**config.mk**
```make
export PLATFORM = sky130hd
export DESIGN_NAME = pport_ctl
export DESIGN_NICKNAME = d
export VERILOG_FILES = /design/src/rtl/pport_pkg.sv /design/src/rtl/pport_mode.sv /design/src/rtl/pport_insync.sv /design/src/rtl/pport_ctlreg.sv /design/src/rtl/pport_pins.sv /design/src/rtl/pport_ctl.sv
export SDC_FILE = /design/constraint.sdc
export NUM_CORES = 1
export LEC_CHECK = 0
export BUFFER_PORTS_ARGS = -buffer_cell sky130_fd_sc_hd__buf_2
export CORE_ASPECT_RATIO = 1.75
export CORE_MARGIN = 2
export CORE_UTILIZATION = 45
export DETAILED_ROUTE_END_ITERATION = 16
export GPL_TIMING_DRIVEN = 0
export PLACE_DENSITY_LB_ADDON = 0.08
export SKIP_CTS_REPAIR_TIMING = 1
export SYNTH_ARGS = -nofsm -noshare
export SYNTH_HDL_FRONTEND = slang
export SYNTH_SLANG_ARGS = --single-unit
```
**constraint.sdc**
```tcl
create_clock -name clk -period 3.8 [get_ports clk]
set_input_delay 0.19 -clock clk [delete_from_list [all_inputs] [get_ports clk]]
set_output_delay 0.19 -clock clk [all_outputs]
set_load 0.01 [all_outputs]
```
**src/rtl/pport_pkg.sv**
```systemverilog
package pport_pkg;
  localparam int WR_W    = 32;
  localparam int DATA_W  = 8;
  localparam int N_IN    = 5;
  localparam int N_OUT   = 4;
  localparam int MODE_W  = 4;
  localparam int STAT_W  = 16;

  localparam logic [1:0] SEL_CFG  = 2'd0;
  localparam logic [1:0] SEL_CTRL = 2'd1;
  localparam logic [1:0] SEL_CD   = 2'd2;

  // configuration word field positions
  localparam int CF_EXT    = 3;
  localparam int CF_FORCE  = 4;
  localparam int CF_EN     = 5;
  localparam int CF_IINV_LO = 6;   // 6 select .. 10 perror
  localparam int CF_OINV_LO = 11;  // 11 strobe .. 14 init
  localparam int CF_OEINV  = 15;

  // wide control/data word
  localparam int CD_CTL_LO = 16;
  localparam int CD_IRQACK = 24;

  localparam logic [MODE_W-1:0] MD_MANUAL = 4'b0000;
  localparam logic [MODE_W-1:0] MD_OFF    = 4'b0111;

  // pin index order: 0 strobe, 1 autofd, 2 selectin, 3 init
  localparam logic [N_OUT-1:0] OFF_LVL = 4'b1011;

  typedef struct packed {
    logic oe;
    logic seli;
    logic autofd;
    logic strb;
    logic init;
  } ctl_t;

  function automatic logic code_legal(input logic [MODE_W-1:0] c);
    return !c[3] || (c[2:0] == 3'd0) || (c[2:0] >= 3'd5);
  endfunction

  // which pins follow their control bit for a given mode
  function automatic logic [N_OUT-1:0] follow_mask(input logic [MODE_W-1:0] c);
    case (c)
      4'd0:       return 4'b1111;
      4'd1, 4'd2: return 4'b1010;
      4'd3, 4'd4: return 4'b1000;
      default:    return 4'b0000;
    endcase
  endfunction
endpackage

```
**src/rtl/pport_mode.sv**
```systemverilog
module pport_mode
  import pport_pkg::*;
(
  input  logic              clk,
  input  logic              rst,
  input  logic              cfg_wr,
  input  logic [MODE_W-1:0] cfg_code,
  input  logic              cfg_force,
  input  logic              cfg_en,
  input  logic              eng_idle,
  output logic [MODE_W-1:0] cur_mode,
  output logic              port_en
);
  logic [MODE_W-1:0] pend_mode;
  logic              pend_vld;
  logic              legal;

  assign legal = code_legal(cfg_code);

  always_ff @(posedge clk) begin
    if (rst) begin
      cur_mode  <= MD_MANUAL;
      pend_mode <= MD_MANUAL;
      pend_vld  <= 1'b0;
      port_en   <= 1'b0;
    end else if (cfg_wr) begin
      port_en <= cfg_en;
      if (legal) begin
        if (cfg_force || !cfg_en || eng_idle) begin
          cur_mode <= cfg_code;
          pend_vld <= 1'b0;
        end else begin
          pend_mode <= cfg_code;
          pend_vld  <= 1'b1;
        end
      end else if (!cfg_en) begin
        pend_vld <= 1'b0;
      end
    end else if (pend_vld && eng_idle) begin
      cur_mode <= pend_mode;
      pend_vld <= 1'b0;
    end
  end

  // an illegal extended code never becomes the effective mode
  a_r2_legal_mode: assert property (@(posedge clk) disable iff (rst)
    cur_mode[3] |-> (cur_mode[2:0] == 3'd0 || cur_mode[2:0] >= 3'd5));

  // while the engine is busy only a forced or disabling write moves the mode
  a_r3_hold_while_busy: assert property (@(posedge clk) disable iff (rst)
    (!eng_idle && !(cfg_wr && (cfg_force || !cfg_en))) |=> $stable(cur_mode));

  // a forced legal write lands on the next edge
  a_r4_force_now: assert property (@(posedge clk) disable iff (rst)
    (cfg_wr && cfg_force && code_legal(cfg_code)) |=> (cur_mode == $past(cfg_code)));
endmodule

```
**src/rtl/pport_insync.sv**
```systemverilog
module pport_insync
  import pport_pkg::*;
#(
  parameter int N      = N_IN,
  parameter int STAGES = 2
)(
  input  logic         clk,
  input  logic         rst,
  input  logic [N-1:0] pins,
  input  logic [N-1:0] inv,
  output logic [N-1:0] lvl
);
  localparam int LAST = STAGES - 1;

  for (genvar i = 0; i < N; i++) begin : g_bit
    logic [STAGES-1:0] sh;
    always_ff @(posedge clk) begin
      if (rst) sh <= '0;
      else     sh <= {sh[STAGES-2:0], pins[i]};
    end
    assign lvl[i] = sh[LAST] ^ inv[i];
  end
endmodule

```
**src/rtl/pport_ctlreg.sv**
```systemverilog
module pport_ctlreg
  import pport_pkg::*;
(
  input  logic              clk,
  input  logic              rst,
  input  logic              wr_en,
  input  logic [1:0]        wr_sel,
  input  logic [WR_W-1:0]   wr_data,
  input  logic              port_en,
  input  logic              irq_in,
  output ctl_t              ctl,
  output logic [DATA_W-1:0] data,
  output logic              irq_pend
);
  logic wr_cd, wr_ctl, irq_ack;
  logic unused_hi;

  assign wr_cd   = wr_en && (wr_sel == SEL_CD);
  assign wr_ctl  = wr_en && (wr_sel == SEL_CTRL);
  assign irq_ack = wr_cd && wr_data[CD_IRQACK];
  assign unused_hi = ^{wr_data[WR_W-1:CD_IRQACK+1], wr_data[CD_IRQACK-1:CD_CTL_LO+5],
                       wr_data[CD_CTL_LO-1:DATA_W]};

  always_ff @(posedge clk) begin
    if (rst) begin
      ctl  <= '0;
      data <= '0;
    end else if (wr_cd) begin
      ctl  <= ctl_t'(wr_data[CD_CTL_LO +: 5]);
      data <= wr_data[DATA_W-1:0];
    end else if (wr_ctl) begin
      ctl  <= ctl_t'(wr_data[4:0]);
    end
  end

  always_ff @(posedge clk) begin
    if (rst || !port_en) irq_pend <= 1'b0;
    else if (irq_in)     irq_pend <= 1'b1;
    else if (irq_ack)    irq_pend <= 1'b0;
  end

  // acknowledge without a new event clears the latch
  a_r12_ack_clears: assert property (@(posedge clk) disable iff (rst)
    (irq_ack && !irq_in) |=> !irq_pend);

  // the short control write leaves the data byte alone
  a_r8_short_keeps_data: assert property (@(posedge clk) disable iff (rst)
    wr_ctl |=> $stable(data));
endmodule

```
**src/rtl/pport_pins.sv**
```systemverilog
module pport_pins
  import pport_pkg::*;
(
  input  logic              clk,
  input  logic              rst,
  input  logic              port_en,
  input  logic [MODE_W-1:0] mode,
  input  ctl_t              ctl,
  input  logic [DATA_W-1:0] data,
  input  logic [N_OUT-1:0]  out_inv,
  input  logic              oe_inv,
  output logic [N_OUT-1:0]  pin_q,
  output logic              oe_q,
  output logic [DATA_W-1:0] dout_q
);
  logic [N_OUT-1:0] act, follow, pin_d;
  logic             quiet, manual;

  assign act    = {ctl.init, ctl.seli, ctl.autofd, ctl.strb};
  assign quiet  = !port_en || (mode == MD_OFF);
  assign manual = port_en && (mode == MD_MANUAL);
  assign follow = follow_mask(mode);

  for (genvar i = 0; i < N_OUT; i++) begin : g_pin
    always_comb begin
      if (quiet)          pin_d[i] = OFF_LVL[i];
      else if (follow[i]) pin_d[i] = ~act[i] ^ out_inv[i];
      else                pin_d[i] = ~out_inv[i];
    end
  end

  always_ff @(posedge clk) begin
    if (rst) begin
      pin_q  <= OFF_LVL;
      oe_q   <= 1'b0;
      dout_q <= '0;
    end else begin
      pin_q  <= pin_d;
      oe_q   <= manual ? (ctl.oe ^ oe_inv) : oe_inv;
      dout_q <= manual ? data : '0;
    end
  end

  // off mode fixes the control lines
  a_r6_off_pins: assert property (@(posedge clk) disable iff (rst)
    ($past(port_en) && $past(mode) == MD_OFF) |-> (pin_q == OFF_LVL));

  // a disabled port shows off levels and an idle driver
  a_r5_disabled_pins: assert property (@(posedge clk) disable iff (rst)
    !$past(port_en) |-> (pin_q == OFF_LVL && oe_q == $past(oe_inv) && dout_q == '0));
endmodule

```
**src/rtl/pport_ctl.sv**
```systemverilog
module pport_ctl
  import pport_pkg::*;
(
  input  logic                clk,
  input  logic                rst,
  input  logic                wr_en,
  input  logic [1:0]          wr_sel,
  input  logic [WR_W-1:0]     wr_data,
  input  logic                eng_idle_i,
  input  logic                tr_rdy_i,
  input  logic                dav_i,
  input  logic                peri_irq_i,
  input  logic                perror_i,
  input  logic                ack_i,
  input  logic                busy_i,
  input  logic                fault_i,
  input  logic                select_i,
  output logic                strobe_n_o,
  output logic                autofd_n_o,
  output logic                selin_n_o,
  output logic                init_n_o,
  output logic                data_oe_o,
  output logic [DATA_W-1:0]   data_o,
  output logic [MODE_W-1:0]   mode_o,
  output logic [STAT_W-1:0]   status_o,
  output logic                irq_pend_o
);
  logic              cfg_wr;
  logic [N_IN-1:0]   in_inv, in_lvl;
  logic [N_OUT-1:0]  out_inv, pin_q;
  logic              oe_inv, port_en;
  logic [MODE_W-1:0] cur_mode;
  ctl_t              ctl;
  logic [DATA_W-1:0] data;

  assign cfg_wr = wr_en && (wr_sel == SEL_CFG);

  always_ff @(posedge clk) begin
    if (rst) begin
      in_inv  <= '0;
      out_inv <= '0;
      oe_inv  <= 1'b0;
    end else if (cfg_wr) begin
      in_inv  <= wr_data[CF_IINV_LO +: N_IN];
      out_inv <= wr_data[CF_OINV_LO +: N_OUT];
      oe_inv  <= wr_data[CF_OEINV];
    end
  end

  pport_mode u_mode (
    .clk(clk), .rst(rst), .cfg_wr(cfg_wr),
    .cfg_code({wr_data[CF_EXT], wr_data[2:0]}),
    .cfg_force(wr_data[CF_FORCE]), .cfg_en(wr_data[CF_EN]),
    .eng_idle(eng_idle_i), .cur_mode(cur_mode), .port_en(port_en)
  );

  pport_insync #(.N(N_IN), .STAGES(2)) u_sync (
    .clk(clk), .rst(rst),
    .pins({perror_i, ack_i, busy_i, fault_i, select_i}),
    .inv(in_inv), .lvl(in_lvl)
  );

  pport_ctlreg u_regs (
    .clk(clk), .rst(rst), .wr_en(wr_en), .wr_sel(wr_sel), .wr_data(wr_data),
    .port_en(port_en), .irq_in(peri_irq_i), .ctl(ctl), .data(data),
    .irq_pend(irq_pend_o)
  );

  pport_pins u_pins (
    .clk(clk), .rst(rst), .port_en(port_en), .mode(cur_mode), .ctl(ctl),
    .data(data), .out_inv(out_inv), .oe_inv(oe_inv),
    .pin_q(pin_q), .oe_q(data_oe_o), .dout_q(data_o)
  );

  always_ff @(posedge clk) begin
    if (rst) status_o <= '0;
    else     status_o <= {cur_mode[2:0], in_lvl, cur_mode[3], 5'b0, tr_rdy_i, dav_i};
  end

  assign strobe_n_o = pin_q[0];
  assign autofd_n_o = pin_q[1];
  assign selin_n_o  = pin_q[2];
  assign init_n_o   = pin_q[3];
  assign mode_o     = cur_mode;

  // status mode field follows the effective mode one edge later
  a_r11_status_mode: assert property (@(posedge clk) disable iff (rst)
    1'b1 |=> (status_o[15:13] == $past(cur_mode[2:0]) && status_o[7] == $past(cur_mode[3])
              && status_o[6:2] == 5'b0));
endmodule

```
==> Word level (Yosys, flattened, before mapping) <==
Index checks and enable logic that the tools add are counted.
{ "totals": {"register_bits": 73, "inputBits": 46, "word_cells": 102} }
{ "op_classes": {"n_lt_le_gt_ge": 1, "n_eq_ne": 10, "muxes": 19, "n_bitwise": 20, "reduce_logical": 28} }
{ "op_table": {"columns": ["op", "count"], "rows": [
  ["$mux 4", 4],
  ["$mux 1", 12],
  ["$pmux 4 s3", 1],
  ["$mux 5", 2],
  ["$not 1->1", 10],
  ["$xor 1x1->1", 10],
  ["$eq 4x2->1 const B", 2],
  ["$eq 4x3->1 const B", 2],
  ["$reduce_or 2->1", 4],
  ["$logic_and 1x1->1", 6],
  ["$logic_or 1x1->1", 6],
  ["$reduce_and 3->1", 2],
  ["$reduce_bool 2->1", 3],
  ["$eq 4x1->1 const B", 1],
  ["$logic_not 4->1", 1],
  ["$ne 2x1->1 const B", 2],
  ["$ge 3x3->1 const B", 1],
  ["$logic_not 1->1", 3],
  ["$logic_not 3->1", 1],
  ["$ne 3x2->1 const B", 1],
  ["$eq 2x1->1 const B", 1],
  ["$eq 2x2->1 const B", 1],
  ["$logic_not 2->1", 1],
  ["$reduce_and 2->1", 1]
]} }

==> Logic depth before layout (Yosys ltp) <==
Gate-level depths: netlist (run 1).
{ "logic_depth": {"depth_word": 6, "ltp_mapped": 6} }

==> Hierarchy <==
A second synthesis (run 1) with hierarchy kept.
{ "hier_totals": {"hier_cells": 249, "area_unflattened_um2": 2638.8} }
{ "modules_own_cells": {"columns": ["mod", "instances", "cells_each", "area_per_inst_um2", "seq_area_each_um2"], "rows": [
  ["pport_ctl", 1, 73, 797.0, 420.4],
  ["pport_ctlreg", 1, 55, 573.0, 280.3],
  ["pport_pins", 1, 46, 491.7, 260.2],
  ["pport_mode", 1, 50, 470.5, 200.2],
  ["pport_insync", 1, 25, 306.5, 200.2]
]} }

==> Least setup slack after synthesis (run 1) <==
OpenSTA, ideal clock, no wires.
{ "synth_timing": {"kind": "input to register", "from": "in wr_sel[1]", "to": "reg u_mode.cur_mode[0]", "setup_time_ns": 0.121, "t_arrival_ns": 1.348, "setup_slack_ns": 2.331, "stages": 5, "cell_sequence": "or3b_1 > buf_6 > a31oi_4 > a32oi_4 > mux2_4"} }
{ "synth_between": {"elab_chain_cells": 4, "word_cells_on_any_way": 7} }
{ "synth_lines": {"columns": ["element", "line_no", "source"], "rows": [
  ["start: declaration", "pport_ctl.sv:7", "input logic [1:0] wr_sel,"],
  ["$logic_not 2->1 *", "pport_ctl.sv:36", "assign cfg_wr = wr_en && (wr_sel == SEL_CFG);"],
  ["$logic_and 1x1->1 *", "pport_ctl.sv:36", null],
  ["$ne 2x1->1 (no source line) / $reduce_bool 2->1 (equally long branches)", null, null],
  ["$reduce_and 3->1 (no source line)", null, null],
  ["end signal: assignment", "pport_mode.sv:30", "cur_mode <= cfg_code;"],
  ["end signal: assignment", "pport_mode.sv:40", "cur_mode <= pend_mode;"],
  ["end: declaration", "pport_mode.sv:11", "output logic [MODE_W-1:0] cur_mode,"]
]} }
Every way passes the cells marked *; elsewhere a longest branch is shown, timed or not.
A chain may end at the register's enable or synchronous reset.

==> Final worst setup path (run 1) <==
{ "layout_timing": {"from": "reg u_mode.cur_mode[0]", "to": "reg u_pins.dout_q[2]"} }
{ "layout_between": {"elab_chain_cells": 4} }
{ "layout_lines": {"columns": ["element", "line_no", "source"], "rows": [
  ["$logic_not 4->1", "pport_pins.sv:21", "assign manual = port_en && (mode == MD_MANUAL);"],
  ["$logic_and 1x1->1", "pport_pins.sv:21", null],
  ["$not 1->1 (no source line)", null, null],
  ["$reduce_or 2->1 (no source line)", null, null],
  ["end signal: assignment", "pport_pins.sv:40", "dout_q <= manual ? data : '0;"],
  ["end: declaration", "pport_pins.sv:14", "output logic [DATA_W-1:0] dout_q"]
]} }
No other way between the ends.

==> results, run 1 <==
- In the synthesized netlist the dominant register cell turns out to be sky130_fd_sc_hd__dfxtp_1.
- The top-level I/O count is 80.
- The library cells used most frequently in the layout, excluding fill and tap cells, are 68 x sky130_fd_sc_hd__dfxtp_1, 64 x sky130_fd_sc_hd__buf_2, 59 x sky130_fd_sc_hd__nand2_1.
- The vias after detailed routing is a little over 2,000.
- The category of the worst setup path launch point is a register.
- The count of final setup violators is 0.
- The layout has 511 filler cells.
- The worst path required time is 4.08 ns.
- The floorplan step set the die height to 102 um.
- Wire segments on met3 add up to 328 um in the final route.
- The flow ran to the end, and the final reports show no timing, DRC or antenna violations.
- The effective utilization at floorplan is 46.8%.
- The die is between 50 and 60 um wide.
- Subtracting the final worst setup slack from the clock period gives approximately 1.7 ns.
- The number of buffers between clock root and the deepest sink is 2.
- The most common cell after layout, fill and taps aside is sky130_fd_sc_hd__dfxtp_1.
- The end point of the critical path is u_pins.dout_q[2].
- The congestion estimate from routability-driven global placement came to 0.796.
- The hold violation total from the final report was 0.
- The placeable core area is approximately 5300 um^2.
- The cell count of the worst reg-to-reg path is 3.
- The via count of the first global-routing pass came to 1,736.
- The fraction of the mapped netlist area in simple logic gates is 21.8%.
- The row count is 35.
- The final period utilization is 45.9%.
- The average cell area after synthesis is slightly above 9 um^2.
- The biggest area contributor in the post-synthesis netlist is sky130_fd_sc_hd__dfxtp_1.
- The fraction of the mapped netlist area in compound gates is 13.2%.
- The critical path is of the register to register type.
- For this run, design rule violations remaining after detail routing come to 0.
- The count of warnings emitted by yosys is 0.
- For this run, the register share of the synthesized area comes to 55.3%.
- The final layout contains routed wiring with a total length of 5.31 mm.
- The full die area is 6100 um^2.
- Setup repair after global routing left no endpoint under its margin.
- For the final database, setup skew stands at around 0.0047 ns.
- Max-cap violations in this run came to 0.
- The number of routed nets with antenna violations is 0.
- The largest fanout on the critical path is 8.
- The CTS clock-pin slew for the worst setup and hold paths is 0.07 ns.
- The wire-length estimate of the detail-placed layout is 3.96 mm.
- The global router's overall resource usage is 18.8%.
- The top layer used by detailed routing is met4.
- The fraction of the core area covered by cells at the end of the flow is roughly 58%.
- After Yosys synthesis, XOR and XNOR cells account for 3.20% of the synthesized area.
- Of all flip-flops after synthesis, the portion carrying an async set or reset was 0%.
- The number of DRC markers in iteration 0 is 90.
- The first global-routing pass estimated 8.17 mm of wire.
- In this run the biggest area consumer among cell types represents 55.3% of the synthesized area.
- At the pin with the least slew margin, the transition time is 0.738 ns.
- Summed over all cells, the static leakage comes to 0.00128 uW.
- Power comes to 1410 uW.
- In this run the cell area of the synthesized design comes to 2460 um^2.
- The latest clock arrival within the worst-skew pair is 0.33 ns.
- The vias per cell is around 5.
- Measured against its own limit, the worst slew margin works out to 50.3%.
- The final hold slack is 0.0592 ns.
- The capture point of the worst reg-to-reg path is u_pins.dout_q[2].
- The detailed router put a total of roughly 2.2 mm of wire on met1.
- Counting the buffers created by CTS gives 9.
- The initial antenna violation count is 0.
- Entering global routing, the biggest net connects 12 pins.
- The CTS tree is built.
- The maximum clock rate is about 0.57 GHz.
- The path type of the worst min-delay path is primary input to register.
- Counting flops and latches in the post-synthesis netlist gives 68.
- The share of cells above drive strength 1 is 26.6%.
- The maximum ir drop on the vdd rail is between 0.2 and 0.3 mV.
- By area the synthesized netlist is led by sky130_fd_sc_hd__dfxtp_1 55%, sky130_fd_sc_hd__nand2_1 9.0%, sky130_fd_sc_hd__a21oi_1 6.9%.
- In this run the critical register-to-register path is launched from u_mode.cur_mode[0].
- The H-tree was split into 3 levels.
- The portion of synthesized area spent on multiplexers is 2.44%.
- The worst setup path is captured at a register.
- In this run the power density over the cells is 462 nW/um^2.
- The number of antenna diodes in the final layout is 0.
- In this run the clock root is driven by a sky130_fd_sc_hd__clkbuf_8.
- For this design, the sink count on the clock tree is 68.
- After technology mapping, the gate count stands at 264.
- After the last flow step, the layout net total stands at around 400.
- The area growth from synthesis to layout is 24.1%.
- The number of distinct standard cells referenced by the synthesized netlist is 35.
- In this run the register-to-register setup slack is 2.06 ns.
- In the final routed layout, each cell accounts on average for roughly 13 um.
- The count of TritonRoute iterations in the first routing pass is 5.
- For the worst setup path, the data arrival time is roughly 2.0 ns.
- The number of pins exceeding their max-slew limit in the final report was 0.
- The critical path starts at u_mode.cur_mode[0].
- Summing the areas of all fa, ha and maj instances in the mapped netlist gives 0% of the synthesized area.
- Counting flops with a built-in enable in the synthesized netlist gives 0.
- The wire length on met2 is 2.71 mm.
- The remaining global-route overflow is 0.
- After routing, the total negative slack on setup checks comes to 0 ns.
- The worst hold path passes through 2 cells.
- By area, the combinational part of the netlist is dominated by simple AND/OR/NAND/NOR gates.
- The count of buffers from port buffering is 64.
==> state kept, by name, summed over array words and instances, names as in the netlist <==
name,cells
status_o,11
u_sync.g_bit.sh,10
u_pins.dout_q,8
u_regs.data,8
in_inv,5
u_regs.ctl,5
out_inv,4
u_mode.cur_mode,4
u_mode.pend_mode,4
u_pins.pin_q,4
oe_inv,1
u_mode.pend_vld,1
u_mode.port_en,1
u_pins.oe_q,1
u_regs.irq_pend,1
==> metrics by stage <==
step                      cells  area [um^2]  worst slack [ns]
after floorplan             268         2470              2.33
after global placement      387         2860              2.02
after detailed placement    387         2860              1.99
after CTS                   401         3050              2.05
after global routing        401         3050              1.89
final                       401         3050              2.06
==> power breakdown <==
group	leakage, uW	internal, uW	switching, uW
logic	0.000628	44.4	57.8
registers	0.000553	732	7.89
clock network	0.0000942	313	256
==> Yosys cell counts (2+ instances only) <==
cell type,n
sky130_fd_sc_hd__buf_1,3
sky130_fd_sc_hd__and3b_1,2
sky130_fd_sc_hd__nor2b_1,16
sky130_fd_sc_hd__nor2_1,10
sky130_fd_sc_hd__mux2_4,4
sky130_fd_sc_hd__a21oi_1,34
sky130_fd_sc_hd__and3_1,2
sky130_fd_sc_hd__nand2_1,59
sky130_fd_sc_hd__nand3b_1,2
sky130_fd_sc_hd__buf_4,5
sky130_fd_sc_hd__nand3_1,6
sky130_fd_sc_hd__and2_1,9
sky130_fd_sc_hd__clkbuf_1,8
sky130_fd_sc_hd__a22oi_1,5
sky130_fd_sc_hd__dfxtp_1,68
sky130_fd_sc_hd__o21ai_1,2
sky130_fd_sc_hd__o21ai_0,4
sky130_fd_sc_hd__xnor2_1,8
==> critical path, cell delays in order, from the launching register on <==
cell	delay, ns
sky130_fd_sc_hd__dfxtp_1	0.35
sky130_fd_sc_hd__nor4_1	0.66
sky130_fd_sc_hd__nor2b_1	0.48
sky130_fd_sc_hd__and2_1	0.19
==> cell families after synthesis <==
group	after synthesis
and+or+nand+nor	112
DFF	68
AOI/OAI and AO/OA	52
buffers and inverters	18
xor gates and xnor gates	9
muxes	4
other	1
==> area by class of cell <==
type | instances | area (um^2) | share of cell area (%)
Sequential cell | 68 | 1360 | 44.6
Multi-Input combinational cell | 182 | 1020 | 33.4
Timing Repair Buffer | 64 | 320 | 10.5
Clock buffer | 10 | 138 | 4.51
Buffer | 17 | 90.1 | 2.95
Tap cell | 55 | 68.8 | 2.25
Clock inverter | 4 | 51.3 | 1.68
Inverter | 1 | 3.75 | 0.123
==> how the worst min path moves through the flow <==
stage,start,end,slack (ns)
after global routing,dav_i,status_o[0],0.05
after floorplan,peri_irq_i,u_regs.irq_pend,0.31
final,perror_i,u_sync.g_bit[4].sh[0],0.06
after CTS,dav_i,status_o[0],0.05
after global placement,peri_irq_i,u_regs.irq_pend,0.40
after detailed placement,tr_rdy_i,status_o[1],0.41
==> routing by layer <==
metal	vias up	global-route usage [%]
met4	0	9.74
met3	8	5.24
met2	67	31.6
met1	914	20.9
li1	1023	-
met5	-	0
(Power assumes the default switching activity.)
==> run 2: changes to the inputs <==
==> constraint.sdc (replaced) <==
create_clock -name clk -period 1.6 [get_ports clk]
set_input_delay 0.08 -clock clk [delete_from_list [all_inputs] [get_ports clk]]
set_output_delay 0.08 -clock clk [all_outputs]
set_load 0.01 [all_outputs]
==> run 2 against run 1 <==
  * The flow now finishes with violations (negative hold slack)
  * Critical path type unchanged
  * Clock skew is essentially flat
  * Total power is 140% higher
  * Highest routed layer unchanged
  * Sequential power rose by 140%
  * Clock power rose by 140%
==> results, run 2 (synthesis gave the netlist of run 1 again) <==
- The run finished, with violations left.
- The checks that failed: negative hold slack.
- The number of placed instances, taps included, is just under 400.
- Dividing the detail-routed wire length by the instance count gives approximately 13 um.
- The final hold slack is -0.000536 ns.
- The largest register by flop count is status_o.
- For this block, the initial DRC count from the detailed router was 73.
- Across the run, the number of max-cap violations was 0.
- The setup TNS is 0 ns.
- The worst path required time is 1.88 ns.
- TritonCTS built the clock tree.
- CTS built an H-tree with a depth of 3.
- The wire length on met2 is 2.88 mm.
- Measured on the finished design, the core utilization comes to slightly above 60%.
- The CTS clock-pin slew for the worst setup and hold paths is 0.07 ns.
- The maximum ir drop on the vdd rail is 0.686 mV.
- The count of TritonRoute iterations in the first routing pass is 4.
- The highest cell delay on the worst timing path is 0.45 ns.
- After detailed routing, the met3 layer carries about 280 um of wire.
- In the finished design, the share of the clock period the worst path needs comes to roughly 89%.
- The share of cells above drive strength 1 is 25.9%.
- The via count of the first global-routing pass came to 1,736.
- The data arrival time at the worst-slack endpoint is ~1.7 ns.
- The floorplan step set the die width to 59.9 um.
- The combinational share of power is 8.2%.
- The share of total power dissipated in the clock network is between 30% and 40%.
- The internal portion of the total power is around 2600 uW.
- STA classifies the critical path startpoint as a register.
- The total chip power is roughly 3400 uW.
- During placement, the flow inserted port buffers numbering 64.
- The detailed router put a total of 2.25 mm of wire on met1.
- The slowest stage of the critical path belongs to the cell sky130_fd_sc_hd__nor4_2.
- The hold violation total from the final report is 1.
- The largest fanout on the critical path is 8.
- Counting every sink on the clock net gives 68.
- The vias after detailed routing is 2,085.
- The most common cell after layout, fill and taps aside is sky130_fd_sc_hd__dfxtp_1.
- Entering global routing, the biggest net connects 12 pins.
- The floorplan has 35 rows.
- The static leakage power is 0.00135 uW.
- The number of antenna cells inserted is 0.
- In this run the tightest slew margin relative to its limit is 64.3%.
- At the pin with the least slew margin, the transition time is 0.535 ns.
- The number of standard cells in the layout, taps in and fillers out is between 400 and 500.
- The wire length of the first global-routing pass is 8.17 mm.
- The path type of the worst min-delay path is primary input to register.
- Fill cells in the final layout number 492.
- The global router's overall resource usage is 18.8%.
- The region available for standard cell placement spans 5260 um^2.
- The register with the most flip-flops in the layout has 11 of them.
- STA classifies the critical path endpoint as a register.
- The remaining global-route overflow is 0.
- In the final layout, the registers with the most flip-flops are status_o x11, u_sync.g_bit.sh x10.
- Net switching is 22.7% of the power.
- For this design the total switching power over the nets is around 770 uW.
- The number of buffers between clock root and the deepest sink is 2.
- Setup violations remaining at the end of the flow were counted as 0.
- In the final design database the tool counted 406 nets.
- The half-perimeter wire length after placement is 3.96 mm.
- For this run, the top clock speed supported by timing is about 0.70 GHz.
- The placer's final routability congestion estimate is 0.796.
- At the later pin of the worst-skew pair, clock insertion delay measures 0.33 ns.
- Setup repair after global routing left no endpoint under its margin.
- Measured along the y axis, the die boundary spans 102 um.
- The number of routed nets with antenna violations is 0.
- The vias per cell is 4.99.
- After detailed routing, the number of remaining DRC violations is 0.
- On the final layout, the worst clock skew is roughly 0.0046 ns.
- In the layout the commonest cells are 68 x sky130_fd_sc_hd__dfxtp_1, 64 x sky130_fd_sc_hd__buf_2, 59 x sky130_fd_sc_hd__nand2_1.
- The number of pins exceeding their max-slew limit in the final report was 0.
- The growth of design area from synthesis to finish is 31.4%.
- In this run the power density over the cells is 1050 nW/um^2.
- The initial utilization of the core area, before any placement, comes to 46.8%.
- Counting the buffers created by CTS gives 9.
- The final critical path time including I/O delays and setup is between 1 and 1.5 ns.
- The highest layer touched by signal routing is met4.
- The proportion of power drawn by flip-flops and latches is 51.9%.
- The total wirelength of the detailed-routed design is between 5 and 6 mm.
- The category of the critical setup timing path is register to register.
- The clock tree root driver cell is sky130_fd_sc_hd__clkbuf_8.
- The full die area is 6100 um^2.
- Walking the worst path, the cells encountered are nor4_2, nor2b_2, and2_1.
- 80 I/O pins were placed.
- The initial antenna violation count is 0.
## run 2: changes by cell type in the layout (fill, tap and decap cells not counted), sizes merged
cell and change:
dlygate4sd3 +17
## run 2: layer usage
metal  up-vias  global-route usage (%)
met5         -                       0
met4         0                    9.74
met3         9                    5.24
met2        61                    31.6
met1       955                    20.9
li1       1060                       -
## run 2: stage by stage
stage               area (um^2)  worst slack [ns]
global placement           2860            -0.137
detailed placement         2860            -0.134
global route               3230            0.0555
floorplan                  2470             0.241
finish                     3230             0.174
CTS                        3050            -0.153
## run 2: power groups by stage
| stage | clock (uW) | combinational [uW] | sequential [uW] |
|---|---|---|---|
| 6_report | 1350 | 276 | 1760 |
| 5_1_grt | 1460 | 306 | 1760 |
| 4_1_cts | 1380 | 245 | 1760 |
| 3_5_place_dp | 0 | 245 | 1800 |
| 3_3_place_gp | 0 | 244 | 1790 |
| 2_1_floorplan | 0 | 136 | 1800 |
## run 2: area by class of cell
type	count	area, um^2	share of cell area (%)
tap	55	68.8	2.13
inverter	1	3.75	0.116
sequential	68	1360	42.1
clock inverter	4	51.3	1.59
buffer	17	90.1	2.79
clock buffer	10	138	4.26
multi-input combinational	182	1030	31.8
timing repair buffer	81	490	15.2
## run 2: final timing paths
path / start / endpoint / slack (ns) / depth (start not counted)
setup / recovery: u_mode.cur_mode[0] / u_pins.dout_q[5] / 0.17 / 3
setup reg to reg: u_mode.cur_mode[0] / u_pins.dout_q[5] / 0.17 / 3
hold reg to reg: u_sync.g_bit[1].sh[0] / u_sync.g_bit[1].sh[1] / 0.44 / 1
hold / removal: wr_data[6] / u_regs.data[6] / -0.0005 / 3
## run 2: critical path, delay by kind of cell (launching register included)
kind | cells | cell delay (ns)
simple gates | 3 | 1.01
flops | 1 | 0.36
==> run 3: changes to the inputs <==
--- a/config.mk
+++ b/config.mk
@@ -6,13 +6,13 @@
 export NUM_CORES = 1
 export LEC_CHECK = 0
 export BUFFER_PORTS_ARGS = -buffer_cell sky130_fd_sc_hd__buf_2
-export CORE_ASPECT_RATIO = 1.75
 export CORE_MARGIN = 2
 export CORE_UTILIZATION = 45
 export DETAILED_ROUTE_END_ITERATION = 16
 export GPL_TIMING_DRIVEN = 0
 export PLACE_DENSITY_LB_ADDON = 0.08
 export SKIP_CTS_REPAIR_TIMING = 1
+export SLEW_MARGIN = 10
 export SYNTH_ARGS = -nofsm -noshare
 export SYNTH_HDL_FRONTEND = slang
 export SYNTH_SLANG_ARGS = --single-unit
==> run 3 against run 2 <==
  * The flow still finishes with violations (negative hold slack)
  * Total power rose by 2.8%
  * Final area fell by 0.54%
  * Clock skew rose by 0.0027 ns
  * Combinational power fell by 4%
  * Sequential cell count did not move
  * Utilization rose by 0.25 points
  * Fmax barely moved
  * Clock power rose by 8%
  * Via count fell by 1.3%
  * Critical path type unchanged
  * Largest power group unchanged
==> results, run 3 (synthesis gave the netlist of run 1 again) <==
- The run finished, with violations left.
- The final reports fail on negative hold slack.
- The die width is 77.9 um.
- Leaving out fill and tap cells, the most frequent cell in the layout is sky130_fd_sc_hd__dfxtp_1.
- Summed over all failing endpoints, the final setup total negative slack is 0 ns.
- The origin of the worst setup path is u_mode.cur_mode[0].
- The vias per cell is 4.79.
- Counting every sink on the clock net gives 68.
- The analysis attributes to net switching a power of roughly 770 uW.
- The placeable core area is 5200 um^2.
- STA classifies the critical path endpoint as a register.
- Max-cap violations in this run came to 0.
- The switching fraction of total power is between 20% and 30%.
- In this run the tool buffered the top-level ports with 64 buffer cells.
- The worst hold path belongs to the class primary input to register.
- The maximum ir drop on the vdd rail is 0.504 mV.
- The library cells used most frequently in the layout, excluding fill and tap cells, are 68 x sky130_fd_sc_hd__dfxtp_1, 64 x sky130_fd_sc_hd__buf_2, 59 x sky130_fd_sc_hd__nand2_1.
- Once layout is done, the placed cells without fillers occupy 3210 um^2.
- The number of buffers inserted during clock tree synthesis is 9.
- Measured on the finished design, the core utilization comes to 61.8%.
- The post-detailed-placement cell area is 2880 um^2.
- The largest registers in the layout are status_o x11, u_sync.g_bit.sh x10.
- For this run, the top clock speed supported by timing is 0.701 GHz.
- The internal power contribution is 2710 uW.
- The first global-routing pass estimated 8.54 mm of wire.
- The share of cells above drive strength 1 is about a quarter.
- The number of buffers between clock root and the deepest sink is 2.
- The worst setup path is of the register to register kind.
- The smallest clock period supported by the final layout is computed as 1.43 ns.
- The hold violation total from the final report was 5.
- The clock tree root driver cell is sky130_fd_sc_hd__clkbuf_8.
- The net count of the finished layout is 400.
- For the pin with the worst max-slew slack, the measured transition is 0.525 ns.
- The clock reaches the later pin of the worst-skew pair after 0.33 ns.
- The power density over the cells is 1080 nW/um^2.
- The combinational share of power is 7.6%.
- The setup check on the worst reg-to-reg path leaves a slack of 0.17 ns.
- The final hold slack is -0.0460 ns.
- The register with the most flip-flops in the layout has 11 of them.
- The worst slew slack as a fraction of its limit is 65.0%.
- The data arrival time at the worst-slack endpoint is 1.70 ns.
- The total wirelength of the detailed-routed design is 5.42 mm.
- The capture point of the worst reg-to-reg path is u_pins.dout_q[5].
- The half-perimeter wire length after placement is 3.89 mm.
- The largest fanout on the critical path is 8.
- Once detail routing completed, the nets flagged for antenna violations numbered 0.
- The initial antenna violation count is 0.
- The total chip power is 3480 uW.
- In this run the critical register-to-register path is launched from u_mode.cur_mode[0].
- The category of the worst setup path launch point is a register.
- The post-detailed-route wirelength per cell is 12.6 um.
- Ranked by flip-flop count, first place goes to status_o.
- The clock arrives with 0.00735 ns of skew.
- The vias after detailed routing is 2,057.
- The final period utilization is 89.1%.
- TritonCTS built the clock tree.
- The row count is 26.
- The static leakage power is 0.00134 uW.
- The number of cells on the worst reg-to-reg path is 3.
- The via count of the first global-routing pass was roughly 1,900.
- The worst path required time is 1.87 ns.
- The die is 77.9 um tall.
- The count of TritonRoute iterations in the first routing pass is 4.
- The full die area is 6070 um^2.
- Global routing finished with a remaining overflow of 0.
- From synthesis to final layout, the design area changed by 30.7%.
- The DRC violation count after routing is 0.
- The number of DRC markers in iteration 0 is 90.
- In this run, flip-flops and latches consume 50.5% of the power.
- The end point of the critical path is u_pins.dout_q[5].
- The top-level I/O count is 80.
- The clock network accounts for 41.9% of the total power.
- For this configuration, the core starts out at a cell density of 47.3%.
- The number of antenna cells inserted is 0.
- The CTS clock-pin slew for the worst setup and hold paths is 0.07 ns.
- The placer's final routability congestion estimate is around 0.78.
- The maximum number of pins on one net before global-route repair is 12.
- The number of pins exceeding their max-slew limit in the final report is 0.
- Setup violations remaining at the end of the flow were counted as 0.
- Setup repair after global routing left no endpoint under its margin.
- The H-tree generated during clock tree synthesis spans 3 levels.
- For this run, the total global-route usage over all layers was measured as 18.4%.
==> run 3: cell count changes in the layout (fill, tap and decap cells not counted) <==
cell and delta:
sky130_fd_sc_hd__dlygate4sd3_1 -6, sky130_fd_sc_hd__clkbuf_8 +2, sky130_fd_sc_hd__clkbuf_1 +1, sky130_fd_sc_hd__clkinvlp_4 -1
==> run 3: area by class of cell <==
| cell class | count | area (um^2) |
|---|---|---|
| Clock inverter | 3 | 43.8 |
| Clock buffer | 13 | 169 |
| Fill cell | 493 | 1990 |
| Tap cell | 70 | 87.6 |
| Timing Repair Buffer | 75 | 430 |
| Buffer | 17 | 90.1 |
| Inverter | 1 | 3.75 |
| Multi-Input combinational cell | 182 | 1030 |
| Sequential cell | 68 | 1360 |
==> run 3: power by group through the flow <==
stage               Sequential (uW)  Combinational [uW]  Clock (uW)
CTS                            1760                 245        1500
finish                         1760                 265        1460
detailed placement             1800                 244           0
global placement               1790                 243           0
floorplan                      1800                 136           0
global route                   1760                 296        1550
==> run 3: worst min-delay path by stage <==
stage	slack [ns]	start	to	cells past startpoint
4_1_cts	-0.06	ack_i	u_sync.g_bit[3].sh[0]	2
3_5_place_dp	0.29	peri_irq_i	u_regs.irq_pend	3
6_report	-0.05	peri_irq_i	u_regs.irq_pend	3
3_3_place_gp	0.29	peri_irq_i	u_regs.irq_pend	3
2_1_floorplan	0.20	peri_irq_i	u_regs.irq_pend	2
5_1_grt	0.00008	wr_data[13]	out_inv[2]	3
==> run 3: through the flow <==
step | setup slack [ns] | instances | hold slack, ns
detailed placement | -0.147 | 402 | 0.292
CTS | -0.161 | 418 | -0.0585
global route | 0.0668 | 429 | 0.0000771
floorplan | 0.241 | 268 | 0.197
finish | 0.174 | 429 | -0.0460
global placement | -0.193 | 402 | 0.287
==> run 3: worst max-delay path, cell delays in order (launching register included) <==
cell and delay, ns:
sky130_fd_sc_hd__dfxtp_1 0.36, sky130_fd_sc_hd__nor4_2 0.47, sky130_fd_sc_hd__nor2b_2 0.38, sky130_fd_sc_hd__and2_1 0.17
==> run 3: per-layer routing <==
layer | vias up | share of wire, % | GRT usage, %
met1 | 939 | 44 | 22.6
li1 | 1046 | - | -
met5 | - | 0 | 0
met3 | 6 | 5.7 | 4.77
met4 | 0 | 1.1 | 9.65
met2 | 66 | 49 | 29.7
